--- config.mk ---
export PLATFORM = sky130hd
export DESIGN_NAME = pipe_adv_ctl
export DESIGN_NICKNAME = d
export VERILOG_FILES = /design/src/rtl/pipe_adv_pkg.sv /design/src/rtl/adv_stall_boundary.sv /design/src/rtl/adv_redirect_hold.sv /design/src/rtl/adv_pc_seq.sv /design/src/rtl/pipe_adv_ctl.sv
export SDC_FILE = /design/constraint.sdc
export NUM_CORES = 1
export LEC_CHECK = 0
export CAP_MARGIN = 0
export CORE_UTILIZATION = 45
export CTS_BUF_LIST = sky130_fd_sc_hd__clkbuf_8
export DETAILED_ROUTE_END_ITERATION = 7
export GPL_ROUTABILITY_DRIVEN = 0
export PLACE_DENSITY_LB_ADDON = 0.1
export SLEW_MARGIN = 20
export SYNTH_ARGS = -nofsm -noshare
export SYNTH_HDL_FRONTEND = slang
export SYNTH_HIERARCHICAL = 1
export SYNTH_SLANG_ARGS = --single-unit
--- constraint.sdc ---
create_clock -name clk -period 1.87 [get_ports clk]
set_input_delay 0.2805 -clock clk [delete_from_list [all_inputs] [get_ports clk]]
set_output_delay 0.2805 -clock clk [all_outputs]
set_load 0.01 [all_outputs]
--- src/rtl/pipe_adv_pkg.sv ---
package pipe_adv_pkg;
  localparam int STAGES   = 5;
  localparam int ADDR_W   = 16;

  typedef enum logic [2:0] {
    ST_FETCH  = 3'd0,
    ST_DECODE = 3'd1,
    ST_EXEC   = 3'd2,
    ST_MEM    = 3'd3,
    ST_WB     = 3'd4
  } stage_e;
endpackage

--- src/rtl/adv_stall_boundary.sv ---
module adv_stall_boundary #(
  parameter int N = pipe_adv_pkg::STAGES
) (
  input  logic [N-1:0] stall_req,
  output logic [N-1:0] stage_en,
  output logic [N-1:0] bubble_ins
);
  // held[k]: some stage at or beyond k is frozen, so stage k must hold
  logic [N-1:0] held;

  always_comb begin
    held[N-1] = stall_req[N-1];
    for (int k = N - 2; k >= 0; k--) begin
      held[k] = stall_req[k] | held[k+1];
    end
  end

  assign stage_en = ~held;

  genvar g;
  generate
    for (g = 0; g < N; g++) begin : g_bub
      if (g == 0) begin : g_first
        assign bubble_ins[g] = 1'b0;
      end else begin : g_rest
        // boundary sits at g-1: previous stage held, this one free
        assign bubble_ins[g] = held[g-1] & ~held[g];
      end
    end
  endgenerate
endmodule

--- src/rtl/adv_redirect_hold.sv ---
module adv_redirect_hold #(
  parameter int PC_W = pipe_adv_pkg::ADDR_W
) (
  input  logic            clk,
  input  logic            rst_n,
  input  logic            fetch_en,
  input  logic            redir_valid,
  input  logic [PC_W-1:0] redir_pc,
  output logic            take,
  output logic [PC_W-1:0] target,
  output logic            pend
);
  logic [PC_W-1:0] tgt_q;
  logic            pend_q;

  always_ff @(posedge clk) begin
    if (!rst_n) begin
      pend_q <= 1'b0;
      tgt_q  <= '0;
    end else if (fetch_en) begin
      pend_q <= 1'b0;
    end else if (redir_valid) begin
      pend_q <= 1'b1;
      tgt_q  <= redir_pc;
    end
  end

  // a fresh redirect is newer than anything held
  assign take   = redir_valid | pend_q;
  assign target = redir_valid ? redir_pc : tgt_q;
  assign pend   = pend_q;
endmodule

--- src/rtl/adv_pc_seq.sv ---
module adv_pc_seq #(
  parameter int              PC_W     = pipe_adv_pkg::ADDR_W,
  parameter logic [PC_W-1:0] RESET_PC = '1
) (
  input  logic            clk,
  input  logic            rst_n,
  input  logic            fetch_en,
  input  logic            take,
  input  logic [PC_W-1:0] target,
  output logic [PC_W-1:0] pc
);
  logic [PC_W-1:0] pc_q;
  logic [PC_W-1:0] pc_inc;

  assign pc_inc = pc_q + PC_W'(1);

  always_ff @(posedge clk) begin
    if (!rst_n) begin
      pc_q <= RESET_PC;
    end else if (fetch_en) begin
      pc_q <= take ? target : pc_inc;
    end
  end

  assign pc = pc_q;
endmodule

--- src/rtl/pipe_adv_ctl.sv ---
module pipe_adv_ctl #(
  parameter int              NUM_STAGES = pipe_adv_pkg::STAGES,
  parameter int              PC_W       = pipe_adv_pkg::ADDR_W,
  parameter logic [PC_W-1:0] RESET_PC   = '1
) (
  input  logic                  clk,
  input  logic                  rst_n,
  input  logic [NUM_STAGES-1:0] stall_req,
  input  logic                  redirect_valid,
  input  logic [PC_W-1:0]       redirect_pc,
  output logic [NUM_STAGES-1:0] stage_en,
  output logic [NUM_STAGES-1:0] bubble_ins,
  output logic [PC_W-1:0]       fetch_pc
);
  localparam int FETCH_IDX = int'(pipe_adv_pkg::ST_FETCH);

  logic            fetch_en;
  logic            redir_take;
  logic            redir_pend;
  logic [PC_W-1:0] redir_target;

  adv_stall_boundary #(.N(NUM_STAGES)) u_boundary (
    .stall_req  (stall_req),
    .stage_en   (stage_en),
    .bubble_ins (bubble_ins)
  );

  assign fetch_en = stage_en[FETCH_IDX];

  adv_redirect_hold #(.PC_W(PC_W)) u_redir (
    .clk         (clk),
    .rst_n       (rst_n),
    .fetch_en    (fetch_en),
    .redir_valid (redirect_valid),
    .redir_pc    (redirect_pc),
    .take        (redir_take),
    .target      (redir_target),
    .pend        (redir_pend)
  );

  adv_pc_seq #(.PC_W(PC_W), .RESET_PC(RESET_PC)) u_pc (
    .clk      (clk),
    .rst_n    (rst_n),
    .fetch_en (fetch_en),
    .take     (redir_take),
    .target   (redir_target),
    .pc       (fetch_pc)
  );
endmodule

# Word level (Yosys, flattened, before mapping)
# Index checks and enable logic that the tools add are counted.
[word_totals]
ff_bits = 33
latch_bits = 0
mem_bits_rw = 0
mem_bits_ro = 0
output_inout_bits = 26
n_memories = 0
[op_classes]
add_sub_neg = 1
n_mul = 0
div_mod_pow = 0
n_lt_le_gt_ge = 0
n_eq_ne = 0
shifts = 0
muxes = 2
bitwise_logic = 15
n_reduce_logical = 1
[op_table]
columns = ["operator", "n"]
rows = [
  ["2-to-1 mux 16 bit", 2],
  ["adder 16 x 1 -> 16 bit, second input constant", 1],
  ["inverter 1 bit", 5],
  ["inverter 5 bit", 1],
  ["bitwise OR 1 bit", 5],
  ["AND 1 bit", 4],
  ["OR reduction 2 bit", 1],
]

# Longest topological paths before layout
# Gate-level depths: netlist (run 1).
[logic_depth]
depth_word = 6
depth_mapped = 9
mapped_depth_nobuf = 6

# Cells and area by module
# The synthesis (run 1) kept the hierarchy.
[by_module_without_submodules]
columns = ["module", "instances", "cells_per_inst", "area_each_um2"]
rows = [
  ["adv_pc_seq", 1, 129, 1036.0],
  ["adv_redirect_hold", 1, 92, 888.4],
  ["adv_stall_boundary", 1, 11, 71.3],
]

# Worst setup path after synthesis (run 1)
# Ideal clock, no wire load.
[synth_path]
kind = "in2reg"
from = "in stall_req[4]"
to = "reg u_pc.pc_q[3] (netlist: u_pc/pc[3])"
arrival_time_ps = 1764
required_time_ps = 1748
slack_ps = -16
stages = 6
path_buffers = 2
cell_sequence = "nor4_2 -> and2b_1 -> buf_6 -> buf_2 -> o21ai_0 -> a221o_1"
[synth_via]
elab_chain_cells = 5
[synth_lines]
columns = ["element", "line_no", "rtl"]
rows = [
  ["start: declaration", "pipe_adv_ctl.sv:8", "input logic [NUM_STAGES-1:0] stall_req,"],
  ["bitwise OR 1 bit (4 in series)", "adv_stall_boundary.sv:14", "held[k] = stall_req[k] | held[k+1];"],
  ["inverter 5 bit", "adv_stall_boundary.sv:18", "assign stage_en = ~held;"],
  ["via stage_en[0]", "pipe_adv_ctl.sv:11", "output logic [NUM_STAGES-1:0] stage_en,"],
  ["end signal: assignment", "adv_pc_seq.sv:21", "pc_q <= take ? target : pc_inc;"],
  ["end: declaration", "adv_pc_seq.sv:12", "logic [PC_W-1:0] pc_q;"],
]
# The timed path passes the listed nets, and every way through them passes these cells.
# A chain may end at the register's enable or synchronous reset.

# Worst setup path in the final report (run 1)
[layout_path]
from = "in stall_req[1]"
to = "reg u_pc.pc_q[13] (netlist: u_pc/pc[13])"
[layout_via]
elab_chain_cells = 3
[layout_lines]
columns = ["element", "line_no"]
rows = [
  ["bitwise OR 1 bit (2 in series)", "adv_stall_boundary.sv:14"],
  ["inverter 5 bit", "adv_stall_boundary.sv:18"],
]
# Every way passes these cells.

==> run metrics, run 1 <==
Worst Hold Slack 455 ps; GR Util All Layers 23.8%; leakage power total 1.25 nW; first-iteration detailed-routing DRC count 99; Post-Synthesis Net Count 257; most instantiated flip-flop cell in the synthesis netlist sky130_fd_sc_hd__dfxtp_1; mean instance size in the synthesized netlist 8.60 um^2; area of the multi-input gates 1210 um^2; number of H-tree levels 2; fin. max-slew vios 0; area share of the leading cell type in the synthesized netlist 33.1%; clock latency reported for the late side of the worst-skew pair 280 ps; CP bufs+invs 3; Final nets 327; HPWL after DPL 3850 um; clk root buf sky130_fd_sc_hd__clkbuf_8; data arrival at the endpoint of the critical path 1920 ps; average routed wire per standard cell 14.6 um; starting density of the core 48.5%; final non-filler cell total 351; cell total after placement 340; detailed-route wire length 5130 um; most common library cell in the layout ignoring fill and taps sky130_fd_sc_hd__nand2_1; drt drc 0; power share of the combinational group 22.9%; number of global-route vias before repair 1730; post-cts hold buffer count 0; floorplan die width 68.6 um; die height 68.6 um; commonest non-fill, non-tap cells in the layout 46 x sky130_fd_sc_hd__nand2_1, 37 x sky130_fd_sc_hd__clkdlybuf4s50_1, 33 x sky130_fd_sc_hd__dfxtp_1; Setup crit start kind primary input; family with the most delay on the worst path simple AND/OR/NAND/NOR gates; YS warnings 6; P_int 1.18 mW; Yosys cell types 55; total power 1.62 mW; cell-by-cell listing of the critical path dlygate4sd2_1 > nor4_2 > and2b_2 > buf_4 > buf_4 > nor2b_1 > and4_1 > o31ai_1; highest ir drop seen on vdd 0.405 mV; library cell appearing most often on the critical path sky130_fd_sc_hd__buf_4; area inside the core boundary 4120 um^2; antenna-violating nets left 0; synthesized instance count 232; clock buffer count from CTS 5; delay contributed by the slowest stage of the critical path 370 ps; post-synthesis cell type with the largest combined area sky130_fd_sc_hd__dfxtp_1; fraction of the yosys area taken by sequential cells 33.1%; proportion of total power due to net switching 27.3%; met3 global-route usage 4.28%; Max FO, Critical Path 12; netlist area before placement 2000 um^2; most area-consuming cells after synthesis sky130_fd_sc_hd__dfxtp_1 33%, sky130_fd_sc_hd__mux2i_1 9.5%, sky130_fd_sc_hd__mux2_2 9.0%, sky130_fd_sc_hd__nand2_1 8.7%, sky130_fd_sc_hd__buf_6 2.3%; highest-utilization routing layer at the global route stage met2; register area 661 um^2; first-pass detailed-route iteration total 4; classification of the worst-slack hold path reg2reg; maximum capacitance violations 0; largest net degree at the start of global routing 25; final setup violation count 0; initial antenna violation count 0; final setup skew 7.48 ps; pwr dens 587 nW/um^2; power share of the clock group 30.5%; CTS tree yes; share of final-layout standard cells stronger than drive strength 1 21.9%; clock sink count 33; routed vias 1908; count of fill cells added during filler insertion 344; Port Buffers 48; result of the run completed; net switching power 0.442 mW; post-route fraction of the period consumed by the critical path 94.2%; I/O Pins 50; global-route congestion overflow total 0; post-DR vias/cell 5.44; critical path start-end classification in2reg; final hold viol count 0; number of enable flip-flop cells after synthesis 0; first-pass GRT wire length 8180 um; Rows 23; count of state elements after synthesis 33; Area growth syn-to-layout 38.3%; f_max 567 MHz; die area 4710 um^2; data required time of the critical path 2030 ps; maximum buffer depth of the clock tree 2; nature of the critical path endpoint flip-flop; diode count 0; Worst path slowest cell sky130_fd_sc_hd__nor4_2; met2 track utilization from global routing 41.2%; async set or reset register ratio after synthesis 0%; Min Clock Period, post-route 1760 ps; clock-pin transition on the worst setup and hold timing paths 60 ps; power share of the sequential group 46.6%; Global Route met1 Usage 29.1%
## worst min-delay path, stage by stage, from the launching register on
cell,delay (ps)
sky130_fd_sc_hd__dfxtp_1,310
sky130_fd_sc_hd__nand2_1,50
sky130_fd_sc_hd__mux2i_1,50
## final cells by class
cell class | count | share of cell area, %
clock buffers | 5 | 2.49
multi-input cells | 176 | 43.8
inverters | 6 | 0.816
repair buffers | 80 | 26.5
clock inverters | 1 | 0.181
flip-flops and latches | 33 | 23.9
well taps | 50 | 2.27
## stage by stage
step | util [%] | setup WS (ps) | instance area (um^2) | setup TNS [ps]
after detailed placement | 63.8 | -260 | 2630 | -6800
after global placement | 63.8 | -209 | 2630 | -5640
after global routing | 67.1 | -1.95 | 2760 | -1.95
after CTS | 65.9 | 56.9 | 2710 | 0
final | 67.1 | 108 | 2760 | 0
after floorplan | - | 39.9 | 2000 | 0
## cell usage after synthesis (all sizes together) (2+ instances only)
cell and number:
a211oi 3, a21oi 4, a221o 2, a22o 2, and2 6, and2b 2, and3 3, buf 12
clkbuf 5, dfxtp 33, inv 6, mux2 16, mux2i 19, nand2 46, nand3 6, nand3b 3
nand4 4, nor2 11, nor2b 2, nor3 3, nor4 3, o211ai 2, o21a 3, o21ai 8
o22ai 3, o31ai 5, or2 2
## flip-flops by register name (all words and copies together), names as in the netlist
| signal | flops |
|---|---|
| u_pc/pc | 16 |
| u_redir/pend | 1 |
| u_redir/tgt_q | 16 |
## path summary, 6_finish.rpt
kind,start,endpoint,slack [ps],cells after the start
min reg2reg,u_redir/tgt_q[4]$_SDFFE_PN0N_,u_redir/tgt_q[4]$_SDFFE_PN0N_,450,2
max reg2reg,u_pc/pc[1]$_SDFFE_PN1P_,u_pc/pc[10]$_SDFFE_PN1P_,180,5
min,u_redir/tgt_q[4]$_SDFFE_PN0N_,u_redir/tgt_q[4]$_SDFFE_PN0N_,450,2
max,stall_req[1],u_pc/pc[13]$_SDFFE_PN1P_,110,8
## power groups by stage
| stage | Clock, mW | Combinational (mW) | Sequential (mW) |
|---|---|---|---|
| floorplan | 0 | 0.211 | 0.770 |
| global placement | 0 | 0.358 | 0.769 |
| detailed placement | 0 | 0.360 | 0.771 |
| CTS | 0.509 | 0.358 | 0.755 |
| global route | 0.527 | 0.404 | 0.759 |
| finish | 0.493 | 0.371 | 0.755 |
## per-layer routing
metal | up-vias | wire (um)
li1 | 969 | -
met1 | 865 | 2290
met2 | 68 | 2490
met3 | 6 | 291
met4 | 0 | 60
met5 | - | 0
## cell families after synthesis
family | Yosys count | share of synthesized area (%)
adders and majority gates | 1 | 0.627
other | 1 | 0.188
AOI/OAI and AO/OA | 43 | 15.9
muxes | 35 | 18.6
and+or+nand+nor | 96 | 24.7
buffers and inverters | 23 | 6.96
DFF | 33 | 33.1
## what timing repair did
| item | CTS | global route |
|---|---|---|
| setup buffers | 2 | 3 |
| endpoints found under the setup margin | 7 | 12 |
| pin swaps | 1 | 0 |
| gates resized for setup | 13 | 0 |
(Power assumes the default switching activity.)
==> run 2: changes to the inputs <==
REMOVE_ABC_BUFFERS = 1   (was unset)
==> run metrics, run 2 (same netlist as run 1, synthesis figures left out) <==
critical path start-end classification in2reg; maximum capacitance violations 0 (unchanged); average routed wire per standard cell 15.1 um (+2.9%); number of H-tree levels 2 (unchanged); starting density of the core 48.5% (unchanged); post-route fraction of the period consumed by the critical path 93.9% (-0.34 points); min setup slack post-route 114 ps (+6.40 ps); f_max 569 MHz (+0.36%); clock buffer count from CTS 5 (unchanged); Rows 23 (unchanged); clock latency reported for the late side of the worst-skew pair 290 ps (about the same); DP Worst Slack -309 ps (-49.0 ps); power share of the combinational group 20.7% (-2.2 points); beginning of the worst hold path u_redir/tgt_q[3]$_SDFFE_PN0N_; number of cells traversed by the worst hold path 2 (unchanged); post-layout instance area 2800 um^2 (+1.4%); clk root buf sky130_fd_sc_hd__clkbuf_8; floorplan die width 68.6 um (unchanged); share of final-layout standard cells stronger than drive strength 1 22.6% (+0.66 points); die area 4710 um^2 (unchanged); CP bufs+invs 2 (-1); RSZ-0062 raised after global routing false; P_int 1.36 mW (+16%); commonest non-fill, non-tap cells in the layout 46 x sky130_fd_sc_hd__nand2_1, 40 x sky130_fd_sc_hd__clkdlybuf4s50_1, 33 x sky130_fd_sc_hd__dfxtp_1; cell-by-cell listing of the critical path clkdlybuf4s50_1 > nor4_2 > and2b_2 > buf_8 > a21bo_2 > a221o_1; diode count 0 (unchanged); detailed-route wire length 5280 um (+2.9%); Setup crit start kind primary input; most common library cell in the layout ignoring fill and taps sky130_fd_sc_hd__nand2_1; register area 661 um^2 (unchanged); highest ir drop seen on vdd 0.461 mV (+14%); power share of the sequential group 41.4% (-5.2 points); reg-to-reg critical path startpoint u_pc/pc[0]$_SDFFE_PN1P_; cell total after placement 338 (-0.59%); setup slack, reg-to-reg 180 ps (about the same); Worst path slowest cell sky130_fd_sc_hd__clkdlybuf4s50_1; fin. max-slew vios 0 (unchanged); final non-filler cell total 351 (unchanged); die height 68.6 um (unchanged); number of global-route vias before repair 1770 (+2.3%); Min Clock Period, post-route 1760 ps (-6.40 ps); count of fill cells added during filler insertion 356 (+3.5%); pwr dens 652 nW/um^2 (+11%); GR Util All Layers 23.9% (+0.15 points); I/O Pins 50 (unchanged); antenna-violating nets left 0 (unchanged); clock sink count 33 (unchanged); proportion of total power due to net switching 25.3% (-2.0 points); Final nets 325 (-0.61%); area inside the core boundary 4120 um^2 (unchanged); endpoint of the worst register-to-register path u_pc/pc[10]$_SDFFE_PN1P_; Port Buffers 48 (unchanged); final setup skew 4.03 ps (-3.45 ps); area of the multi-input gates 1220 um^2 (+0.93%); drt drc 0 (unchanged); final setup violation count 0 (unchanged); post-cts hold buffer count 0 (unchanged); Area growth syn-to-layout 40.2%; maximum buffer depth of the clock tree 2 (unchanged); CTS tree yes; count of cells along the worst register-to-register path 5 (unchanged); post-DR vias/cell 5.54 (+2.0%); routed vias 1946 (+2.0%); initial antenna violation count 0 (unchanged); Max FO, Critical Path 13 (+1); data arrival at the endpoint of the critical path 1930 ps (about the same); final hold viol count 0 (unchanged); first-pass detailed-route iteration total 4 (unchanged); power share of the clock group 37.9% (+7.4 points); clock-pin transition on the worst setup and hold timing paths 70 ps (about the same); delay contributed by the slowest stage of the critical path 440 ps (+70 ps); leakage power total 1.27 nW (+1.1%); family with the most delay on the worst path buffers and inverters; result of the run completed; endpoint with the worst hold slack u_redir/tgt_q[3]$_SDFFE_PN0N_; nature of the critical path endpoint flip-flop; HPWL after DPL 3830 um (-0.72%); first-iteration detailed-routing DRC count 83 (-16%); first-pass GRT wire length 8220 um (+0.59%); global-route congestion overflow total 0 (unchanged); largest net degree at the start of global routing 27 (+8.0%); data required time of the critical path 2040 ps (about the same); net switching power 0.461 mW (+4.5%); placed inst area 2620 um^2 (-0.14%); classification of the worst-slack hold path reg2reg
run 2: layer usage:
layer | up-vias | GRT usage, % | wire [um]
met5 | - | 0 | 0
met4 | 0 | 7.03 | 51
met3 | 7 | 5.92 | 379
met2 | 72 | 36.5 | 2360
met1 | 897 | 32.9 | 2500
li1 | 970 | - | -
run 2: power groups by stage:
| stage | sequential [mW] | combinational, mW | clock (mW) |
|---|---|---|---|
| after floorplan | 0.769 | 0.176 | 0 |
| after global placement | 0.770 | 0.362 | 0 |
| after detailed placement | 0.771 | 0.365 | 0 |
| after CTS | 0.756 | 0.366 | 0.704 |
| after global routing | 0.759 | 0.411 | 0.740 |
| final | 0.756 | 0.378 | 0.691 |
run 2: how the worst max path moves through the flow:
stage	start	end	slack, ps	cells past startpoint
5_1_grt	stall_req[4]	u_pc/pc[2]$_SDFFE_PN1P_	4	9
6_report	stall_req[4]	u_pc/pc[4]$_SDFFE_PN1P_	110	6
3_3_place_gp	stall_req[4]	u_pc/pc[15]$_SDFFE_PN1P_	-300	7
2_1_floorplan	stall_req[4]	u_pc/pc[15]$_SDFFE_PN1P_	-300	6
4_1_cts	stall_req[4]	stage_en[3]	20	4
3_5_place_dp	stall_req[4]	u_pc/pc[15]$_SDFFE_PN1P_	-310	7
run 2: tightest hold or removal path, stage by stage, from the launching register on:
cell,delay [ps]
sky130_fd_sc_hd__dfxtp_1,310
sky130_fd_sc_hd__nand2_1,50
sky130_fd_sc_hd__mux2i_1,50
run 2: what timing repair did:
| item | 4_1_cts | 5_1_grt |
|---|---|---|
| setup buffers | 0 | 5 |
| resized for setup | 9 | 12 |
| pin swaps | 1 | 2 |
| endpoints found under the setup margin | 8 | 27 |
run 2: metrics by stage:
step / TNS [ps] / power, mW / util [%] / hold WS [ps]
after floorplan: -2170 / 0.945 / - / 342
after global placement: -6710 / 1.13 / 63.7 / 440
after detailed placement: -7790 / 1.14 / 63.7 / 449
after CTS: 0 / 1.83 / 66.5 / 461
after global routing: 0 / 1.91 / 68.0 / 481
final: 0 / 1.83 / 68.0 / 455
run 2: area by class of cell:
class / count / share of cell area, %
tap: 50 / 2.24
timing repair buffer: 78 / 25.6
multi-input combinational: 176 / 43.6
clock buffer: 6 / 2.95
inverter: 6 / 0.805
clock inverter: 2 / 1.21
sequential: 33 / 23.6
